[src/rtl/dbgx_pkg.sv]
package dbgx_pkg;
  localparam int XLEN   = 32;
  localparam int CODE_W = 3;
  localparam int NPOST  = 2;   // postponed sources: [0] external, [1] trace-full

  localparam logic [4:0] ABORT_MODE = 5'b10111;

  typedef enum logic [CODE_W-1:0] {
    EC_NONE  = 3'b000,
    EC_IBRK  = 3'b001,
    EC_DBRK  = 3'b010,
    EC_SWBRK = 3'b011,
    EC_EXT   = 3'b100,
    EC_TRACE = 3'b101
  } entryCode_e;

  typedef struct packed {
    logic       take;
    logic       isData;
    entryCode_e code;
    logic       doRestore;
    logic       doWrite;
  } dpStrobe_t;
endpackage

[src/rtl/dbgx_ctrl.sv]
module dbgx_ctrl
  import dbgx_pkg::*;
(
  input  logic      clk,
  input  logic      rstN,
  input  logic      monitorMode,
  input  logic      instBrkReq,
  input  logic      swBrkReq,
  input  logic      dataBrkReq,
  input  logic      extBrkReq,
  input  logic      traceFullReq,
  input  logic      srWrEn,
  input  logic      srRestore,
  input  logic      abortMode,
  output dpStrobe_t strobe
);
  logic [NPOST-1:0] pendQ;
  logic [NPOST-1:0] postReq;
  logic [NPOST-1:0] postAvail;
  logic [NPOST-1:0] pendNext;

  assign postReq = {traceFullReq, extBrkReq};

  // A postponed source is eligible outside abort mode, live or pending.
  genvar g;
  generate
    for (g = 0; g < NPOST; g++) begin : gPost
      assign postAvail[g] = ~abortMode & (postReq[g] | pendQ[g]);
      always_comb begin
        if (strobe.take)
          pendNext[g] = 1'b0;
        else if (monitorMode && abortMode)
          pendNext[g] = pendQ[g] | postReq[g];
        else
          pendNext[g] = pendQ[g];
      end
    end
  endgenerate

  always_comb begin
    strobe = '0;
    strobe.code = EC_NONE;
    if (monitorMode) begin
      if (dataBrkReq) begin
        strobe.take = 1'b1; strobe.isData = 1'b1; strobe.code = EC_DBRK;
      end else if (instBrkReq) begin
        strobe.take = 1'b1; strobe.code = EC_IBRK;
      end else if (swBrkReq) begin
        strobe.take = 1'b1; strobe.code = EC_SWBRK;
      end else if (postAvail[0]) begin
        strobe.take = 1'b1; strobe.code = EC_EXT;
      end else if (postAvail[1]) begin
        strobe.take = 1'b1; strobe.code = EC_TRACE;
      end
    end
    strobe.doRestore = srRestore & ~strobe.take;
    strobe.doWrite   = srWrEn & ~srRestore & ~strobe.take;
  end

  always_ff @(posedge clk) begin
    if (!rstN) pendQ <= '0;
    else       pendQ <= pendNext;
  end
endmodule

[src/rtl/dbgx_datapath.sv]
module dbgx_datapath
  import dbgx_pkg::*;
#(
  parameter logic [XLEN-1:0] RESET_SR = 32'h0000_00D3,
  parameter logic [XLEN-1:0] PF_VEC   = 32'h0000_000C,
  parameter logic [XLEN-1:0] DA_VEC   = 32'h0000_0010
) (
  input  logic              clk,
  input  logic              rstN,
  input  dpStrobe_t         strobe,
  input  logic [XLEN-1:0]   faultPc,
  input  logic [XLEN-1:0]   nextPc,
  input  logic [XLEN-1:0]   srWrData,
  output logic [XLEN-1:0]   statusReg,
  output logic [XLEN-1:0]   savedStatus,
  output logic [XLEN-1:0]   linkReg,
  output logic              fsrDbgFlag,
  output logic [CODE_W-1:0] entryCode,
  output logic              traceOff,
  output logic [XLEN-1:0]   vecPc,
  output logic              excTaken,
  output logic              abortMode
);
  localparam logic [XLEN-1:0] LINK_OFS = XLEN'(4);

  logic [XLEN-1:0] abortSr;

  assign abortSr   = {statusReg[XLEN-1:8], 1'b1, statusReg[6], 1'b0, ABORT_MODE};
  assign abortMode = (statusReg[4:0] == ABORT_MODE);

  always_ff @(posedge clk) begin
    if (!rstN) begin
      statusReg   <= RESET_SR;
      savedStatus <= '0;
      linkReg     <= '0;
      fsrDbgFlag  <= 1'b0;
      entryCode   <= EC_NONE;
      traceOff    <= 1'b0;
      vecPc       <= '0;
      excTaken    <= 1'b0;
    end else begin
      excTaken <= strobe.take;
      if (strobe.take) begin
        statusReg   <= abortSr;
        savedStatus <= statusReg;
        linkReg     <= (strobe.isData ? nextPc : faultPc) + LINK_OFS;
        vecPc       <= strobe.isData ? DA_VEC : PF_VEC;
        entryCode   <= strobe.code;
        fsrDbgFlag  <= 1'b1;
        traceOff    <= 1'b1;
      end else if (strobe.doRestore) begin
        statusReg <= savedStatus;
      end else if (strobe.doWrite) begin
        statusReg <= srWrData;
      end
    end
  end
endmodule

[src/rtl/dbg_exc_sequencer.sv]
module dbg_exc_sequencer
  import dbgx_pkg::*;
#(
  parameter logic [31:0] RESET_SR = 32'h0000_00D3,
  parameter logic [31:0] PF_VEC   = 32'h0000_000C,
  parameter logic [31:0] DA_VEC   = 32'h0000_0010
) (
  input  logic        clk,
  input  logic        rstN,
  input  logic        monitorMode,
  input  logic        instBrkReq,
  input  logic        swBrkReq,
  input  logic        dataBrkReq,
  input  logic        extBrkReq,
  input  logic        traceFullReq,
  input  logic [31:0] faultPc,
  input  logic [31:0] nextPc,
  input  logic        srWrEn,
  input  logic [31:0] srWrData,
  input  logic        srRestore,
  output logic [31:0] statusReg,
  output logic [31:0] savedStatus,
  output logic [31:0] linkReg,
  output logic        fsrDbgFlag,
  output logic [2:0]  entryCode,
  output logic        traceOff,
  output logic [31:0] vecPc,
  output logic        excTaken
);
  dpStrobe_t strobe;
  logic      abortMode;

  dbgx_ctrl uCtrl (
    .clk(clk), .rstN(rstN), .monitorMode(monitorMode),
    .instBrkReq(instBrkReq), .swBrkReq(swBrkReq), .dataBrkReq(dataBrkReq),
    .extBrkReq(extBrkReq), .traceFullReq(traceFullReq),
    .srWrEn(srWrEn), .srRestore(srRestore), .abortMode(abortMode),
    .strobe(strobe)
  );

  dbgx_datapath #(.RESET_SR(RESET_SR), .PF_VEC(PF_VEC), .DA_VEC(DA_VEC)) uDp (
    .clk(clk), .rstN(rstN), .strobe(strobe),
    .faultPc(faultPc), .nextPc(nextPc), .srWrData(srWrData),
    .statusReg(statusReg), .savedStatus(savedStatus), .linkReg(linkReg),
    .fsrDbgFlag(fsrDbgFlag), .entryCode(entryCode), .traceOff(traceOff),
    .vecPc(vecPc), .excTaken(excTaken), .abortMode(abortMode)
  );
endmodule

[config.mk]
export PLATFORM = sky130hd
export DESIGN_NAME = dbg_exc_sequencer
export DESIGN_NICKNAME = d
export VERILOG_FILES = /design/src/rtl/dbgx_pkg.sv /design/src/rtl/dbgx_ctrl.sv /design/src/rtl/dbgx_datapath.sv /design/src/rtl/dbg_exc_sequencer.sv
export SDC_FILE = /design/constraint.sdc
export NUM_CORES = 1
export LEC_CHECK = 0
export CELL_PAD_IN_SITES_DETAIL_PLACEMENT = 1
export CELL_PAD_IN_SITES_GLOBAL_PLACEMENT = 2
export CORE_MARGIN = 2
export CORE_UTILIZATION = 22
export CTS_CLUSTER_DIAMETER = 60
export CTS_CLUSTER_SIZE = 12
export DETAILED_ROUTE_END_ITERATION = 10
export GPL_TIMING_DRIVEN = 1
export HOLD_SLACK_MARGIN = 0.12
export PLACE_DENSITY = 0.81
export SLEW_MARGIN = 0
export SYNTH_ARGS = -nofsm -noshare
export SYNTH_HDL_FRONTEND = slang
export SYNTH_SLANG_ARGS = --single-unit
[constraint.sdc]
create_clock -name clk -period 4.2 [get_ports clk]
set_input_delay 1.05 -clock clk [delete_from_list [all_inputs] [get_ports clk]]
set_output_delay 1.05 -clock clk [all_outputs]
set_load 0.05 [all_outputs]
# Yosys cells after proc, flatten, opt, wreduce, memory -nomap -nowiden
# Index checks and enable logic that the tools add are counted.
[op_classes]
add_sub_neg = 1
eq_ne = 1
n_mux = 17
bitwise = 11
reduce_logical = 5
[ops]
columns = ["cell", "n"]
rows = [
  ["two-way mux 32 bit", 3],
  ["adder 32 x 3 -> 32 bit (second input constant)", 1],
  ["two-way mux 3 bit", 6],
  ["two-way mux 5 bit", 2],
  ["two-way mux 1 bit", 6],
  ["bitwise AND 1 bit", 5],
  ["== test 5 bit (second input constant)", 1],
  ["NOT 1 bit", 4],
  ["nonzero test 3 bit", 1],
  ["bitwise OR 1 bit", 2],
  ["AND reduction 2 bit", 1],
  ["nonzero test 2 bit", 1],
  ["OR reduction 2 bit", 1],
  ["logical AND 1 bit", 1],
]
[totals]
reg_bits = 135
input_bits = 106
output_inout_bits = 134

# Longest topological paths before layout
# Gate-level depths: netlist (run 1).
[logic_depth]
ltp_word = 14
depth_mapped = 16
depth_no_buf = 8

# By module
# A second synthesis (run 1) with hierarchy kept.
[hier_totals]
cells_unflattened = 601
hier_area_um2 = 5610.4
[by_module_without_submodules]
columns = ["mod", "instances", "cells_per_inst", "area_each_um2", "seq_area_each_um2"]
rows = [
  ["dbgx_datapath", 1, 579, 5415.2, 2062.0],
  ["dbgx_ctrl", 1, 22, 195.2, 40.0],
]

# Worst setup path before layout (run 1)
# OpenSTA, ideal clock, no wires.
[synth_path]
path_type = "in2reg"
from = "in monitorMode"
to = "reg uDp.linkReg[28]"
setup_time_ps = 64
arrival_ps = 3694
slack_ps = 441
path_stages = 16
path_buffers = 8
cell_sequence = "buf_6 -> and2_4 -> buf_6 -> buf_6 -> buf_4 -> buf_2 -> buf_2 -> nand2_1 -> nand2_1 -> ha_1 -> buf_2 -> nand4_2 -> or4_1 -> buf_2 -> or3_1 -> nand4_1"
[synth_via]
elab_chain_len = 3
[synth_lines]
columns = ["element", "line", "text"]
rows = [
  ["start, declared", "dbg_exc_sequencer.sv:10", "input logic monitorMode,"],
  ["two-way mux 5 bit (*)", "dbgx_ctrl.sv:43", "if (monitorMode) begin"],
  ["two-way mux 32 bit", "dbgx_datapath.sv:46", "linkReg <= (strobe.isData ? nextPc : faultPc) + LINK_OFS;"],
  ["adder 32 x 3 -> 32 bit", "dbgx_datapath.sv:46", ""],
  ["end signal, assigned", "dbgx_datapath.sv:46", ""],
  ["end, declared", "dbgx_datapath.sv:16", "output logic [XLEN-1:0] linkReg,"],
]
# Mark *: on every way between the ends. The rest lies on a longest branch, timed or not.
# A chain may end at the register's enable or synchronous reset.

# Final worst setup path (run 1)
# Same ends and word-level chain as after synthesis.

==> run metrics, run 1 <==
outcome=complete, no violations; M1 WL=10.1 mm; Buf/Inv on CP=1; leakage=2.88 nW; number of global-route vias before repair=5,823; detailed-router iteration count before antenna repair=4; max cap viols=0; I/O pin total=240; Post-layout nets=1,005; Synth Warn #=0; fin cells=1,227; routability cong.=0.857; first-pass GRT wire length=33.8 mm; Num CTS Buffers=9; DR iter-0 viols=287; port buffer count=210; Slew headroom=31.8%; worst-path cell chain=clkdlybuf4s50_1 -> and2_4 -> mux2_2 -> ha_1 -> nand4_2 -> or4_1 -> or3_1 -> nand4_1; die footprint=0.0258 sq mm; DR WL met3=660 microns; WP data arrival=3740 ps; Synth-to-Final Area Change=48.2%; Top FF cell, synth=dfxtp_1; pins over their slew limit=0; Vias=5,813; sequential area share after synthesis=38.9%; worst endpoint required time=4490 ps; Global Route Usage Sum=16.6%; Root Buffer=clkbuf_16; Worst setup SP type=input pin; max layer used=met4; layout cell share with drive strength beyond 1=5.65%; initial antenna violation count=0; WS Path Type=in -> reg; Die H=161 microns; Post-CTS Setup Bufs=0; HPWL Detailed=16.4 mm; Placed Instances=1,211; Mapped Cells=713; crit end category=flop; share of synthesized registers carrying an async set or reset=0%; Slew @ Worst Pin=1020 ps; GRT overflow=0; Hold Fails Final Rpt=0; DRC viols=0; most frequent cells in the layout=210 x clkdlybuf4s50_1, 177 x nand2_1, 105 x dfxtp_1; critical path depth=8; post-cts resize count=0; detailed-route wire length=22.0 mm; n_diodes=0; maximum root-to-sink buffer count=2; CP Max Fanout=21; Period Utilization, post-route=82.1%; Mapped Area=0.00540 sq mm; remaining antenna violation count=0; Critical-path top delay cell=or4_1; post-synth cell types=51; setup violators final=0; VDD IR-drop max=0.000175 V; final setup TNS=0 ps; Avg Inst Size Synth=7.58 sq um; CTS tree=done; power per cell area=341 mW/mm^2; cts hold-fix bufs=0; htree depth=3; clock skew=9.94 ps; worst skew pair latency=360 ps; Routed WL per cell=17.9 microns; Clock transition at path regs=80 ps; FF+latch count, synth=105; Core ar.=0.0242 sq mm; initial core utilization=22.3%; flop2flop setup slack=1850 ps; largest delay contributor family on the critical path=simple AND/OR/NAND/NOR gates; WL met2=10.8 mm; most common cell after layout, fill and taps aside=clkdlybuf4s50_1; DIE WIDTH=161 microns; FP Rows=57; clk sinks=105; Max Clk Rate=290 MHz; RSZ-0062 raised after global routing=false; number of flops mapped to enable cells by yosys=0; Vias/cell=4.74; CP max stage delay=690 ps; hold depth=2; pin count of the biggest net entering global routing=36; Final min period=3450 ps; min-delay worst type=reg -> reg; worst reg-to-reg path cell count=6
==> registers in the layout, summed over array words and instances, names as in the netlist <==
signal	cells
uDp.excTaken	1
uCtrl.pendQ	2
uDp.linkReg	32
uDp.savedStatus	32
uDp.statusReg	32
uDp.vecPc	2
uDp.fsrDbgFlag	1
uDp.entryCode	3
==> cell type report <==
cell class / instances / area [sq um]
Clock buffer: 9 / 225
Clock inverter: 7 / 70.1
Fill cell: 2929 / 16200
Inverter: 4 / 15.0
Multi-Input combinational cell: 548 / 2920
Sequential cell: 105 / 2100
Tap cell: 324 / 405
Timing Repair Buffer: 230 / 2260
==> routing by layer <==
layer  global-route usage, %  vias up
met5                       0        -
met4                    5.44        0
met3                    1.50       17
met2                    28.9      133
met1                    21.8     2835
li1                        -     2828
==> Yosys cell counts, types with 8 or more instances <==
cell type | n | share of area [%]
nand2_1 | 177 | 12
dfxtp_1 | 105 | 39
a21oi_1 | 52 | 4.8
o21ai_0 | 48 | 4.4
buf_4 | 32 | 4.4
clkbuf_1 | 30 | 2.1
nand3_1 | 27 | 2.5
nand4_1 | 27 | 3.1
nor2_1 | 24 | 1.7
o22ai_1 | 24 | 2.8
mux2i_1 | 23 | 4.3
buf_2 | 17 | 1.6
nor3_1 | 15 | 1.4
or3_1 | 9 | 1.0
o21ai_1 | 8 | 0.74
==> worst reg2reg max path, delay by kind of cell, from the launching register on <==
family	cells	cell delay (ps)
compound gates	4	1590
flops	1	380
simple gates	2	290
==> cells by family after synthesis <==
kind of cell,synth area share [%]
xor gates and xnor gates,1.13
AOI/OAI and AO/OA,19.0
adders and majority gates,0.232
muxes,5.30
other,0.0694
buffers and inverters,9.15
and+or+nand+nor,26.2
DFF,38.9
==> where the power goes <==
group / internal (mW) / total, mW / switching [mW]
Sequential: 1.05 / 1.09 / 0.0405
Combinational: 0.273 / 0.775 / 0.503
Clock: 0.422 / 0.868 / 0.446
Total: 1.75 / 2.73 / 0.989
==> per-stage QoR <==
step | setup WS, ps | utilization (%) | cell area, sq um | total power, mW | hold WS, ps
2_1_floorplan | 441 | - | 5510 | 1.59 | 437
3_3_place_gp | 463 | 31.8 | 7710 | 1.89 | 445
3_5_place_dp | 390 | 31.8 | 7710 | 1.89 | 439
4_1_cts | 773 | 33.0 | 8010 | 2.77 | 457
5_1_grt | 636 | 33.0 | 8010 | 2.86 | 478
6_report | 753 | 33.0 | 8010 | 2.73 | 456
==> path summary, 6_finish.rpt <==
path                            startpoint                              to
min           uDp.linkReg[19]$_SDFFE_PN0P_    uDp.linkReg[19]$_SDFFE_PN0P_
max reg2reg  uDp.statusReg[3]$_SDFFE_PP0P_  uDp.statusReg[22]$_SDFFE_PN0P_
max                            monitorMode    uDp.linkReg[28]$_SDFFE_PN0P_
min reg2reg   uDp.linkReg[19]$_SDFFE_PN0P_    uDp.linkReg[19]$_SDFFE_PN0P_
(Power assumes the default switching activity.)
==> inputs of run 2 (changes only) <==
Settings changed: CORE_UTILIZATION 22 to 20, PLACE_DENSITY 0.81 to 0.78.
Clock period 4.2 ns to 3.06 ns, I/O delays scaled along.
==> run 2 against run 1 <==
- sequential share of layout area shrank 1.4 points
- non-clock buffer count grew 44
- hold slack lost 1.1 ps
- combinational power grew 45%
- sequential power grew 38%
- critical path depth is the same
- clock skew grew 3.8 ps
- largest cell class unchanged
==> run metrics, run 2 (same netlist as run 1, synthesis figures left out) <==
outcome=complete, no violations; Critical-path top delay cell=or4_1; Vias=5,962 (+2.6%); Hold Fails Final Rpt=0 (unchanged); Synth-to-Final Area Change=56.4%; initial antenna violation count=0 (unchanged); final setup TNS=0 ps (unchanged); Switching Power=1.33 mW (+35%); FP Rows=60 (+5.3%); pin count of the biggest net entering global routing=35 (-2.8%); WS Path Type=in -> reg; Final min period=2740 ps; layout cell share with drive strength beyond 1=10.1% (+4.5 points); detailed-route wire length=22.4 mm (+1.9%); switching share of power=35.4% (-0.80 points); Die H=168 microns (+4.8%); Routed WL per cell=17.4 microns (-2.9%); Logic pwr share=29.8% (+1.4 points); detailed-router iteration count before antenna repair=4 (unchanged); routability cong.=0.802 (-6.4%); first-pass GRT wire length=34.4 mm (+1.9%); power per cell area=447 mW/mm^2 (+31%); RSZ-0062 raised after global routing=false; CP max stage delay=570 ps (-120 ps); Max Clk Rate=364 MHz; clock share of power=30.4% (-1.3 points); DR iter-0 viols=241 (-16%); maximum root-to-sink buffer count=2 (unchanged); port buffer count=210 (unchanged); min-delay worst type=reg -> reg; pins over their slew limit=0 (unchanged); fin cells=1,288 (+5.0%); Internal=2.44 mW (+40%); worst skew pair latency=360 ps (about the same); leakage=3.11 nW (+8.2%); minimum hold slack=455 ps (-1.10 ps); HPWL Detailed=17.4 mm (+6.4%); Root Buffer=clkbuf_16; post-cts resize count=0 (unchanged); Num CTS Buffers=9 (unchanged); DRC viols=0 (unchanged); clock skew=13.8 ps (+3.84 ps); CP Max Fanout=18 (-14%); Clock transition at path regs=70 ps (about the same); max cap viols=0 (unchanged); worst endpoint required time=3360 ps (-1130 ps); Worst setup SP type=input pin; most common cell after layout, fill and taps aside=clkdlybuf4s50_1; GRT overflow=0 (unchanged); Largest regs=uDp.linkReg: 32 flops, uDp.savedStatus: 32 flops, uDp.statusReg: 32 flops; WP data arrival=3040 ps (-700 ps); setup violators final=0 (unchanged); initial core utilization=20.2% (-2.1 points); Slew headroom=59.4% (+28 points); fillers=3,196 (+9.1%); VDD IR-drop max=0.000249 V (+42%); DIE WIDTH=168 microns (+4.8%); n_diodes=0 (unchanged); I/O pin total=240 (unchanged); CTS tree=done; Global Route Usage Sum=15.5% (-1.1 points); Post-CTS Setup Bufs=0 (unchanged); Post-layout nets=1,049 (+4.4%); htree depth=3 (unchanged); cts hold-fix bufs=0 (unchanged); Placed Instances=1,272 (+5.0%); Seq pwr share=39.8% (about the same); clk sinks=105 (unchanged); Core ar.=0.0267 sq mm (+10%); crit end category=flop; worst-path cell chain=clkdlybuf4s50_1 -> and2_4 -> buf_12 -> o21ai_1 -> nand4_1 -> or4_1 -> or3_1 -> nand4_1; Period Utilization, post-route=89.7%; remaining antenna violation count=0 (unchanged); most frequent cells in the layout=210 x clkdlybuf4s50_1, 177 x nand2_1, 105 x dfxtp_1; die footprint=0.0283 sq mm (+9.7%); most frequent CP cell=nand4_1; worst reg-to-reg path cell count=8 (+2); number of global-route vias before repair=5,942 (+2.0%); Vias/cell=4.63 (-2.3%); hold depth=2 (unchanged); Slew @ Worst Pin=607 ps (-416 ps)
## run 2: critical path: cells and delay by family
family	cells	cell delay (ps)
buf+inv	2	570
compound gates	1	330
simple gates	5	1360
## run 2: routing by layer
layer	track usage, %	vias up	routed length, microns
li1	-	2924	-
met1	20.2	2867	10200
met2	26.4	154	10800
met3	2.19	17	992
met4	5.06	0	374
met5	0	-	0
## run 2: power by group through the flow
stage          logic [mW]  clock network [mW]  registers [mW]
6_report             1.12                1.15            1.50
5_1_grt              1.20                1.25            1.51
4_1_cts              1.13                1.20            1.50
3_5_place_dp         1.13                   0            1.54
3_3_place_gp         1.12                   0            1.54
2_1_floorplan       0.416                   0            1.78
## run 2: path summary, 6_finish.rpt
check | slack, ps | end | start
max | 320 | uDp.linkReg[28]$_SDFFE_PN0P_ | dataBrkReq
max reg2reg | 990 | uDp.linkReg[13]$_SDFFE_PN0P_ | uDp.statusReg[3]$_SDFFE_PP0P_
min reg2reg | 450 | uDp.linkReg[21]$_SDFFE_PN0P_ | uDp.linkReg[21]$_SDFFE_PN0P_
min | 450 | uDp.linkReg[21]$_SDFFE_PN0P_ | uDp.linkReg[21]$_SDFFE_PN0P_
## run 2: cell type report
cell class / count / area (sq um) / share of cell area, %
Inverter: 4 / 15.0 / 0.178
Multi-Input combinational cell: 548 / 2940 / 34.8
Tap cell: 341 / 427 / 5.05
Clock inverter: 6 / 57.6 / 0.681
Clock buffer: 10 / 229 / 2.71
Sequential cell: 105 / 2100 / 24.9
Timing Repair Buffer: 274 / 2680 / 31.7
## run 2: metrics by stage
stage / util [%] / worst slack, ps / cell area, sq um / power [mW]
3_3_place_gp: 30.5 / 48.5 / 8160 / 2.66
5_1_grt: 31.6 / 156 / 8450 / 3.96
6_report: 31.6 / 316 / 8450 / 3.78
2_1_floorplan: - / -39.0 / 5550 / 2.19
3_5_place_dp: 30.5 / -24.3 / 8160 / 2.67
4_1_cts: 31.6 / 348 / 8450 / 3.84
==> inputs of run 3 (changes only) <==
Clock period 3.06 ns to 2.28 ns, I/O delays scaled along.
==> run 3 against run 2 <==
- sequential power grew 35%
- cell count grew 3.3%
- clock skew shrank 1.1 ps
- register-to-register slack lost 560 ps
- sequential share of layout area shrank 1.6 points
- utilization grew 2.2 points
- setup slack lost 250 ps
- total power grew 39%
==> run metrics, run 3 (same netlist as run 1, synthesis figures left out) <==
outcome=complete, no violations; largest delay contributor family on the critical path=buffers and inverters; min-delay worst type=reg -> reg; DRC viols=0 (unchanged); HPWL Detailed=17.7 mm (+1.6%); most common cell after layout, fill and taps aside=clkdlybuf4s50_1; remaining antenna violation count=0 (unchanged); Synth-to-Final Area Change=67.2%; max cap viols=0 (unchanged); setup violators final=0 (unchanged); number of global-route vias before repair=6,195 (+4.3%); Buf/Inv on CP=1 (-1); pin count of the biggest net entering global routing=36 (+2.9%); WP data arrival=1650 ps (-1390 ps); crit end category=output pin; hold depth=2 (unchanged); Vias/cell=4.62 (-0.29%); leakage=3.45 nW (+11%); pins over their slew limit=0 (unchanged); Routed WL per cell=17.3 microns (-0.58%); Period Utilization, post-route=97.3%; Die H=168 microns (unchanged); port buffer count=210 (unchanged); final setup TNS=0 ps (unchanged); Hold Fails Final Rpt=0 (unchanged); clk sinks=105 (unchanged); routability cong.=0.845 (+5.4%); PnR Total Power=5.26 mW (+39%); fin cells=1,331 (+3.3%); critical path depth=1 (-7); VDD IR-drop max=0.000313 V (+26%); Slew headroom=62.5% (+3.1 points); CTS tree=done; Global Route Usage Sum=15.8% (+0.29 points); Worst setup SP type=flop; Critical-path top delay cell=clkdlybuf4s50_1; detailed-route wire length=23.0 mm (+2.7%); Root Buffer=clkbuf_16; n_diodes=0 (unchanged); power per cell area=582 mW/mm^2 (+30%); worst reg-to-reg path cell count=8 (unchanged); clock skew=12.7 ps (-1.06 ps); Post-layout nets=1,092 (+4.1%); layout cell share with drive strength beyond 1=16.2% (+6.0 points); DIE WIDTH=168 microns (unchanged); CP Max Fanout=4 (-14); most frequent cells in the layout=204 x clkdlybuf4s50_1, 174 x nand2_1, 105 x dfxtp_1; FP Rows=60 (unchanged); Max Clk Rate=451 MHz; worst-path cell chain=clkdlybuf4s50_1; initial antenna violation count=0 (unchanged); Core ar.=0.0267 sq mm (unchanged); worst endpoint required time=1710 ps (-1650 ps); CP max stage delay=850 ps (+280 ps); fillers=3,206 (+0.31%); Placed Instances=1,308 (+2.8%); die footprint=0.0283 sq mm (unchanged); Final min period=2220 ps; Vias=6,143 (+3.0%); Clock transition at path regs=80 ps (about the same); first-pass GRT wire length=35.4 mm (+2.8%); minimum hold slack=465 ps (+9.87 ps); maximum root-to-sink buffer count=2 (unchanged); detailed-router iteration count before antenna repair=6 (+2); GRT overflow=0 (unchanged); Slew @ Worst Pin=561 ps (-46.3 ps); Num CTS Buffers=9 (unchanged); initial core utilization=20.2% (unchanged); worst skew pair latency=360 ps (about the same); I/O pin total=240 (unchanged); Largest regs=uDp.linkReg: 32 flops, uDp.savedStatus: 32 flops, uDp.statusReg: 32 flops; DR iter-0 viols=253 (+5.0%); htree depth=3 (unchanged); WS Path Type=reg -> out; RSZ-0062 raised after global routing=true
==> run 3: changes by cell type in the layout (fill, tap and decap cells not counted), sizes merged <==
cell	before	now
clkdlybuf4s50	210	204
buf	64	107
dlygate4sd2	0	2
bufbuf	0	1
dlymetal6s2s	0	2
clkinvlp	0	1
==> run 3: path summary, 6_finish.rpt <==
check / startpoint / end / slack [ps]
max: uDp.statusReg[2]$_SDFFE_PN0P_ / statusReg[2] / 60
min: uDp.linkReg[3]$_SDFFE_PN0P_ / uDp.linkReg[3]$_SDFFE_PN0P_ / 460
max reg2reg: uDp.statusReg[3]$_SDFFE_PP0P_ / uDp.linkReg[25]$_SDFFE_PN0P_ / 430
min reg2reg: uDp.linkReg[3]$_SDFFE_PN0P_ / uDp.linkReg[3]$_SDFFE_PN0P_ / 460
==> run 3: report_power, final <==
part	total (mW)	switching, mW	internal (mW)	leakage, nW
registers	2.02	0.0824	1.94	0.861
logic	1.62	0.972	0.648	2.44
clock network	1.62	0.834	0.787	0.147
total	5.26	1.89	3.37	3.45
==> run 3: layout make-up <==
type / count / area, sq um / area share, %
multi-input combinational: 548 / 3080 / 34.1
tap: 341 / 427 / 4.72
sequential: 105 / 2100 / 23.3
timing repair buffer: 317 / 3110 / 34.4
clock inverter: 7 / 82.6 / 0.914
clock buffer: 9 / 225 / 2.49
inverter: 4 / 15.0 / 0.166
==> run 3: layer usage <==
metal	vias to the layer above	global-route usage [%]	wire [microns]
met2	141	26.7	11000
met3	20	1.88	783
met4	0	4.91	426
met1	2983	21.0	10900
li1	2999	-	-
met5	-	0	0
==> run 3: timing repair <==
action,4_1_cts,5_1_grt
gates cloned,1,1
setup endpoints to repair,89,10
gates resized for setup,21,17
buffers inserted,5,0
hold buffers,0,0
pin swaps,6,5
==> run 3: per-stage QoR <==
stage	setup WS [ps]	utilization, %	instance area, sq um
after detailed placement	-659	31.8	8490
after floorplan	-624	-	5560
final	60.9	33.8	9030
after global routing	-21.1	33.8	9030
after global placement	-554	31.8	8490
after CTS	27.3	33.5	8940
